**config.mk**
```make
export PLATFORM = sky130hd
export DESIGN_NAME = alu_core
export DESIGN_NICKNAME = d
export VERILOG_FILES = /design/src/rtl/alu_pkg.sv /design/src/rtl/alu_addsub.sv /design/src/rtl/alu_mul.sv /design/src/rtl/alu_flag_reg.sv /design/src/rtl/alu_core.sv
export SDC_FILE = /design/constraint.sdc
export NUM_CORES = 1
export LEC_CHECK = 0
export BUFFER_PORTS_ARGS = -buffer_cell sky130_fd_sc_hd__buf_2
export CAP_MARGIN = 15
export CORE_UTILIZATION = 60
export CTS_CLUSTER_SIZE = 8
export DETAILED_ROUTE_END_ITERATION = 12
export PLACE_DENSITY = 0.79
export SKIP_CTS_REPAIR_TIMING = 1
export SYNTH_ARGS = -nofsm -noshare
export SYNTH_HDL_FRONTEND = slang
export SYNTH_HIERARCHICAL = 1
export SYNTH_SLANG_ARGS = --single-unit
```
**constraint.sdc**
```tcl
create_clock -name clk -period 11.2 [get_ports clk]
set_clock_uncertainty 0.05 [all_clocks]
set_input_delay 1.12 -clock clk [delete_from_list [all_inputs] [get_ports clk]]
set_output_delay 1.12 -clock clk [all_outputs]
set_load 0.01 [all_outputs]
```
**src/rtl/alu_pkg.sv**
```systemverilog
package alu_pkg;

   typedef enum logic [2:0] {
      OP_ADD = 3'd0,
      OP_SUB = 3'd1,
      OP_RSB = 3'd2,
      OP_CMP = 3'd3,
      OP_CMN = 3'd4,
      OP_MUL = 3'd5,
      OP_MLA = 3'd6,
      OP_MLS = 3'd7
   } alu_op_e;

   typedef struct packed {
      logic n;
      logic z;
      logic c;
      logic v;
   } alu_flags_t;

   localparam int FLAG_BITS = 4;

   function automatic logic op_is_mul(input alu_op_e op);
      return (op == OP_MUL) || (op == OP_MLA) || (op == OP_MLS);
   endfunction

   function automatic logic op_is_cmp(input alu_op_e op);
      return (op == OP_CMP) || (op == OP_CMN);
   endfunction

endpackage

```
**src/rtl/alu_addsub.sv**
```systemverilog
module alu_addsub #(
   parameter int W = 32
) (
   input  logic [W-1:0] a_i,
   input  logic [W-1:0] b_i,
   input  logic         inv_a_i,
   input  logic         inv_b_i,
   output logic [W-1:0] sum_o,
   output logic         carry_o,
   output logic         ovf_o
);
   localparam int MSB = W - 1;

   logic [W-1:0] x, y;
   logic         cin;
   logic [W:0]   full;

   always_comb begin
      x    = inv_a_i ? ~a_i : a_i;
      y    = inv_b_i ? ~b_i : b_i;
      cin  = inv_a_i | inv_b_i;
      full = {1'b0, x} + {1'b0, y} + {{W{1'b0}}, cin};
   end

   assign sum_o   = full[W-1:0];
   assign carry_o = full[W];
   assign ovf_o   = (x[MSB] == y[MSB]) && (full[MSB] != x[MSB]);

endmodule

```
**src/rtl/alu_mul.sv**
```systemverilog
module alu_mul #(
   parameter int W         = 32,
   parameter int MUL_STYLE = 0
) (
   input  logic [W-1:0] a_i,
   input  logic [W-1:0] b_i,
   input  logic [W-1:0] acc_i,
   input  logic         use_acc_i,
   input  logic         neg_prod_i,
   output logic [W-1:0] res_o
);
   logic [W-1:0] prod;
   logic [W-1:0] base;

   generate
      if (MUL_STYLE == 0) begin : g_native
         always_comb prod = a_i * b_i;
      end else begin : g_shift_add
         always_comb begin
            prod = '0;
            for (int i = 0; i < W; i++) begin
               if (b_i[i]) prod = prod + (a_i << i);
            end
         end
      end
   endgenerate

   always_comb begin
      base  = use_acc_i ? acc_i : '0;
      res_o = neg_prod_i ? (base - prod) : (base + prod);
   end

endmodule

```
**src/rtl/alu_flag_reg.sv**
```systemverilog
module alu_flag_reg
   import alu_pkg::*;
(
   input  logic       clk,
   input  logic       rst,
   input  logic       load_nz_i,
   input  logic       load_cv_i,
   input  alu_flags_t next_i,
   output alu_flags_t q_o
);
   always_ff @(posedge clk) begin
      if (rst) begin
         q_o <= '0;
      end else begin
         if (load_nz_i) begin
            q_o.n <= next_i.n;
            q_o.z <= next_i.z;
         end
         if (load_cv_i) begin
            q_o.c <= next_i.c;
            q_o.v <= next_i.v;
         end
      end
   end
endmodule

```
**src/rtl/alu_core.sv**
```systemverilog
module alu_core
   import alu_pkg::*;
#(
   parameter int W         = 32,
   parameter int MUL_STYLE = 0
) (
   input  logic                 clk,
   input  logic                 rst,
   input  logic [2:0]           op_i,
   input  logic [W-1:0]         src_a_i,
   input  logic [W-1:0]         src_b_i,
   input  logic [W-1:0]         src_acc_i,
   input  logic                 set_flags_i,
   output logic [W-1:0]         result_o,
   output logic                 wr_en_o,
   output logic [FLAG_BITS-1:0] flags_o
);
   localparam int MSB = W - 1;

   generate
      if (W < 2) begin : g_bad_width
         $error("alu_core: W must be at least 2");
      end
      if (MUL_STYLE != 0 && MUL_STYLE != 1) begin : g_bad_style
         $error("alu_core: MUL_STYLE must be 0 or 1");
      end
   endgenerate

   alu_op_e    op;
   logic       is_mul;
   logic       swap, inv_a, inv_b;
   logic [W-1:0] as_sum, mul_res;
   logic       as_c, as_v;
   alu_flags_t nxt, cur;

   assign op     = alu_op_e'(op_i);
   assign is_mul = op_is_mul(op);

   always_comb begin
      swap  = 1'b0;
      inv_a = 1'b0;
      inv_b = 1'b0;
      unique case (op)
         OP_SUB, OP_CMP: inv_b = 1'b1;
         OP_RSB:         begin swap = 1'b1; inv_b = 1'b1; end
         default:        ;
      endcase
   end

   alu_addsub #(.W(W)) u_addsub (
      .a_i     (swap ? src_b_i : src_a_i),
      .b_i     (swap ? src_a_i : src_b_i),
      .inv_a_i (inv_a),
      .inv_b_i (inv_b),
      .sum_o   (as_sum),
      .carry_o (as_c),
      .ovf_o   (as_v)
   );

   alu_mul #(.W(W), .MUL_STYLE(MUL_STYLE)) u_mul (
      .a_i        (src_a_i),
      .b_i        (src_b_i),
      .acc_i      (src_acc_i),
      .use_acc_i  (op != OP_MUL),
      .neg_prod_i (op == OP_MLS),
      .res_o      (mul_res)
   );

   assign result_o = is_mul ? mul_res : as_sum;
   assign wr_en_o  = !op_is_cmp(op);

   always_comb begin
      nxt.n = result_o[MSB];
      nxt.z = (result_o == '0);
      nxt.c = as_c;
      nxt.v = as_v;
   end

   alu_flag_reg u_flags (
      .clk       (clk),
      .rst       (rst),
      .load_nz_i (set_flags_i),
      .load_cv_i (set_flags_i && !is_mul),
      .next_i    (nxt),
      .q_o       (cur)
   );

   assign flags_o = cur;

endmodule

```
==> metrics.md <==
| Metric | Value |
|---|---|
| First-pass DRT Iterations | `8` |
| Xor-xnor portion of the synthesized cell area | `a little under a tenth` |
| DIE WIDTH | `194 microns` |
| Overflow after GRT | `0` |
| Critical Path Sink Type | `output pin` |
| Max FO, Critical Path | `20` |
| Core Footprint | `~36000 sq um` |
| Critical path class | `input port to output pin` |
| Worst-case clock buffer depth | `2` |
| DRT Wirelength | `~67000 microns` |
| Worst Hold End | `u_flags/q_o[2]` |
| CP peak stage delay | `roughly 0.56 ns` |
| Most flop-heavy register | `u_flags/q_o` |
| Crit path required time | `about 10 ns` |
| DRT iter0 DRCs | `~1600` |
| # diodes | `0` |
| Most frequent cell after synthesis | `inv_1` |
| Adder-Cell Fraction of Synth Area | `roughly 48%` |
| Fin cells | `3231` |
| I/O pin count | `around 140` |
| Starting Density | `between 60% and 70%` |
| Most Frequent Cell on Critical Path | `fa_1` |
| Main combinational cell family by area after synthesis | `adder cells` |
| Syn nets | `roughly 3300` |
| Num CTS Buffers | `3` |
| Area leader, netlist | `fa_1` |
| Status | `complete, no violations` |
| Synthesized instance count | `between 2000 and 3000` |
| Final max-slew violation count | `0` |
| Antenna-violating nets left | `0` |
| CP startpoint kind | `input port` |
| Max Cap Violations | `0` |
| Number of synthesized flops with an enable pin | `0` |
| Share of layout cells above drive strength 1 | `17.0%` |
| GPL Wtd Cong | `about 1` |
| Dominant synthesized flop cell | `dfxtp_1` |
| Final setup violation count | `0` |
| Synth Register Bits | `4` |
| Vias in the first global route | `20000` |
| Sequential share of the synthesized area | `less than 1%` |
| Avg WL per Cell | `roughly 20 microns` |
| Synth top area share | `a little under two fifths` |
| Max reg flops | `4` |
| Async set or reset register ratio after synthesis | `0%` |
| Residual DRC | `0` |
| CTS Root Cell | `clkbuf_16` |
| Clock Sinks | `4` |
| Synth Area in Simple Gates | `18.9%` |
| Min-Delay Startpoint | `u_flags/q_o[2]` |
| Critical Path AT | `between 9 and 10 ns` |
| R2R depth | `2` |
| Post-Syn Area per Cell | `approximately 8.5 sq um` |
| Vias | `18900` |
| Slowest CP cell | `fa_2` |
| Synthesized cell area | `approximately 22000 sq um` |
| FF-to-FF Start | `u_flags/q_o[1]` |
| Final period util | `99.3%` |
| Die H | `roughly 190 microns` |
| Placed Area | `23800 sq um` |
| Clock latency on the worst-skew pair | `0.23 ns` |
| # nets final | `between 3000 and 4000` |
| Clock Pin Slew Worst Setup and Hold Paths | `0.03 ns` |
| Reg2reg setup slack | `around 11 ns` |
| Max Clk Rate | `roughly 90 MHz` |
| Measured slew at the worst slew-check pin | `around 1.2 ns` |
| Post-synthesis compound-gate area fraction | `about 8.7%` |
| Post-synth top cells | `inv_1, fa_1, nand2_1` |
| Registers with the most flip-flops | `u_flags/q_o: 4 flops` |
| Mux cell area share after synthesis | `between 5 and 6%` |
| Top cells by area, synth | `fa_1, ha_1, and2_1` |
| Cells after DPL | `around 3200` |
| R2r endpoint | `u_flags/q_o[1]` |
| HPWL Detailed | `54700 microns` |
| Hold_ws | `around 0.43 ns` |
| Largest net degree at the start of global routing | `65` |
| Critical path origin | `src_b_i[2]` |
| Hold crit path type | `flip-flop to flip-flop` |
| Vias per std cell | `around 5.9` |
| Fin area | `around 25000 sq um` |
| Yosys warns | `6` |
| Max H-tree Level | `1` |
| Row cnt | `roughly 70` |
| Slew headroom | `a little over a fifth` |
| Post-synthesis cell type count | `between 80 and 90` |
| RSZ-0062 raised after global routing | `yes` |
| WHS Path Cells | `2` |
| Initial antenna violation count | `1` |
| CTS tree | `built` |
| Gr usage total | `a little over a third` |
| Min Tclk post-route | `around 11 ns` |
| Final hold violation count | `0` |
| First-pass GRT wire length | `106000 microns` |
| Final core occ | `between 60% and 70%` |
| PortBufs | `~140` |
| Die area | `around 38000 sq um` |
| Area delta synth->final | `11.2%` |
worst max-delay path: cells and delay by family:
kind | cells | cell delay (ns)
adders and majority gates | 10 | 4.49
AOI/OAI and AO/OA | 5 | 1.08
and+or+nand+nor | 8 | 1.74
muxes | 1 | 0.28
xor gates and xnor gates | 3 | 0.53
buffers and inverters | 6 | 0.66
worst max-delay path by stage:
stage,slack [ns],endpoint,cells past startpoint
finish,0.08,result_o[30],33
global route,-0.25,result_o[30],36
CTS,-0.04,result_o[30],35
detailed placement,-0.004,u_flags/q_o[2],39
global placement,0.19,u_flags/q_o[2],41
floorplan,0.68,result_o[31],36
metrics by stage:
stage	setup WS, ns	TNS, ns
after floorplan	0.682	0
after global placement	0.190	0
after CTS	-0.0417	-0.0417
final	0.0839	0
after global routing	-0.245	-0.979
after detailed placement	-0.00450	-0.00450
cell usage in the layout, fill, tap and decap left out, types with 9 or more instances in the layout:
cell        n
a21o_1     36
a21oi_1    87
a31oi_1    24
and2_1    283
buf_2     111
buf_4     149
buf_6      10
fa_1      404
ha_1      171
ha_4       11
inv_1     440
mux2_2     95
nand2_1   322
nand2b_1   15
nand3_1    17
nand4_1    11
nor2_1     63
nor3_1     13
nor4_1     15
o211ai_1    9
o21a_1     15
o21ai_0    34
o21bai_1   11
xnor2_1   112
xor2_1    114
layout make-up:
type,instances,area (sq um)
fillers,2815,11300
inverters,442,1660
clock buffers,3,75.1
flip-flops and latches,4,80.1
well taps,461,577
repair buffers,281,1950
multi-input cells,2040,20300
routing by layer:
layer / vias to the layer above / GRT usage [%] / share of wire (%)
met3: 152 / 6.61 / 8.7
met1: 9447 / 47.0 / 40
met5: - / 0 / 0
li1: 8456 / - / -
met4: 0 / 10.8 / 3.3
met2: 878 / 58.9 / 48
kinds of logic (layout without fill, tap and decap cells):
group                      count (synthesis)  count (layout)
other                                      1               1
DFF                                        4               4
adders and majority gates                597             597
buffers and inverters                    568             726
AOI/OAI and AO/OA                        292             292
and+or+nand+nor                          812             812
muxes                                    102             102
xor gates and xnor gates                 236             236
Power is left out: the tool's default activity adds up to more than one toggle a clock period on the data nets, which glitch-free logic cannot reach.
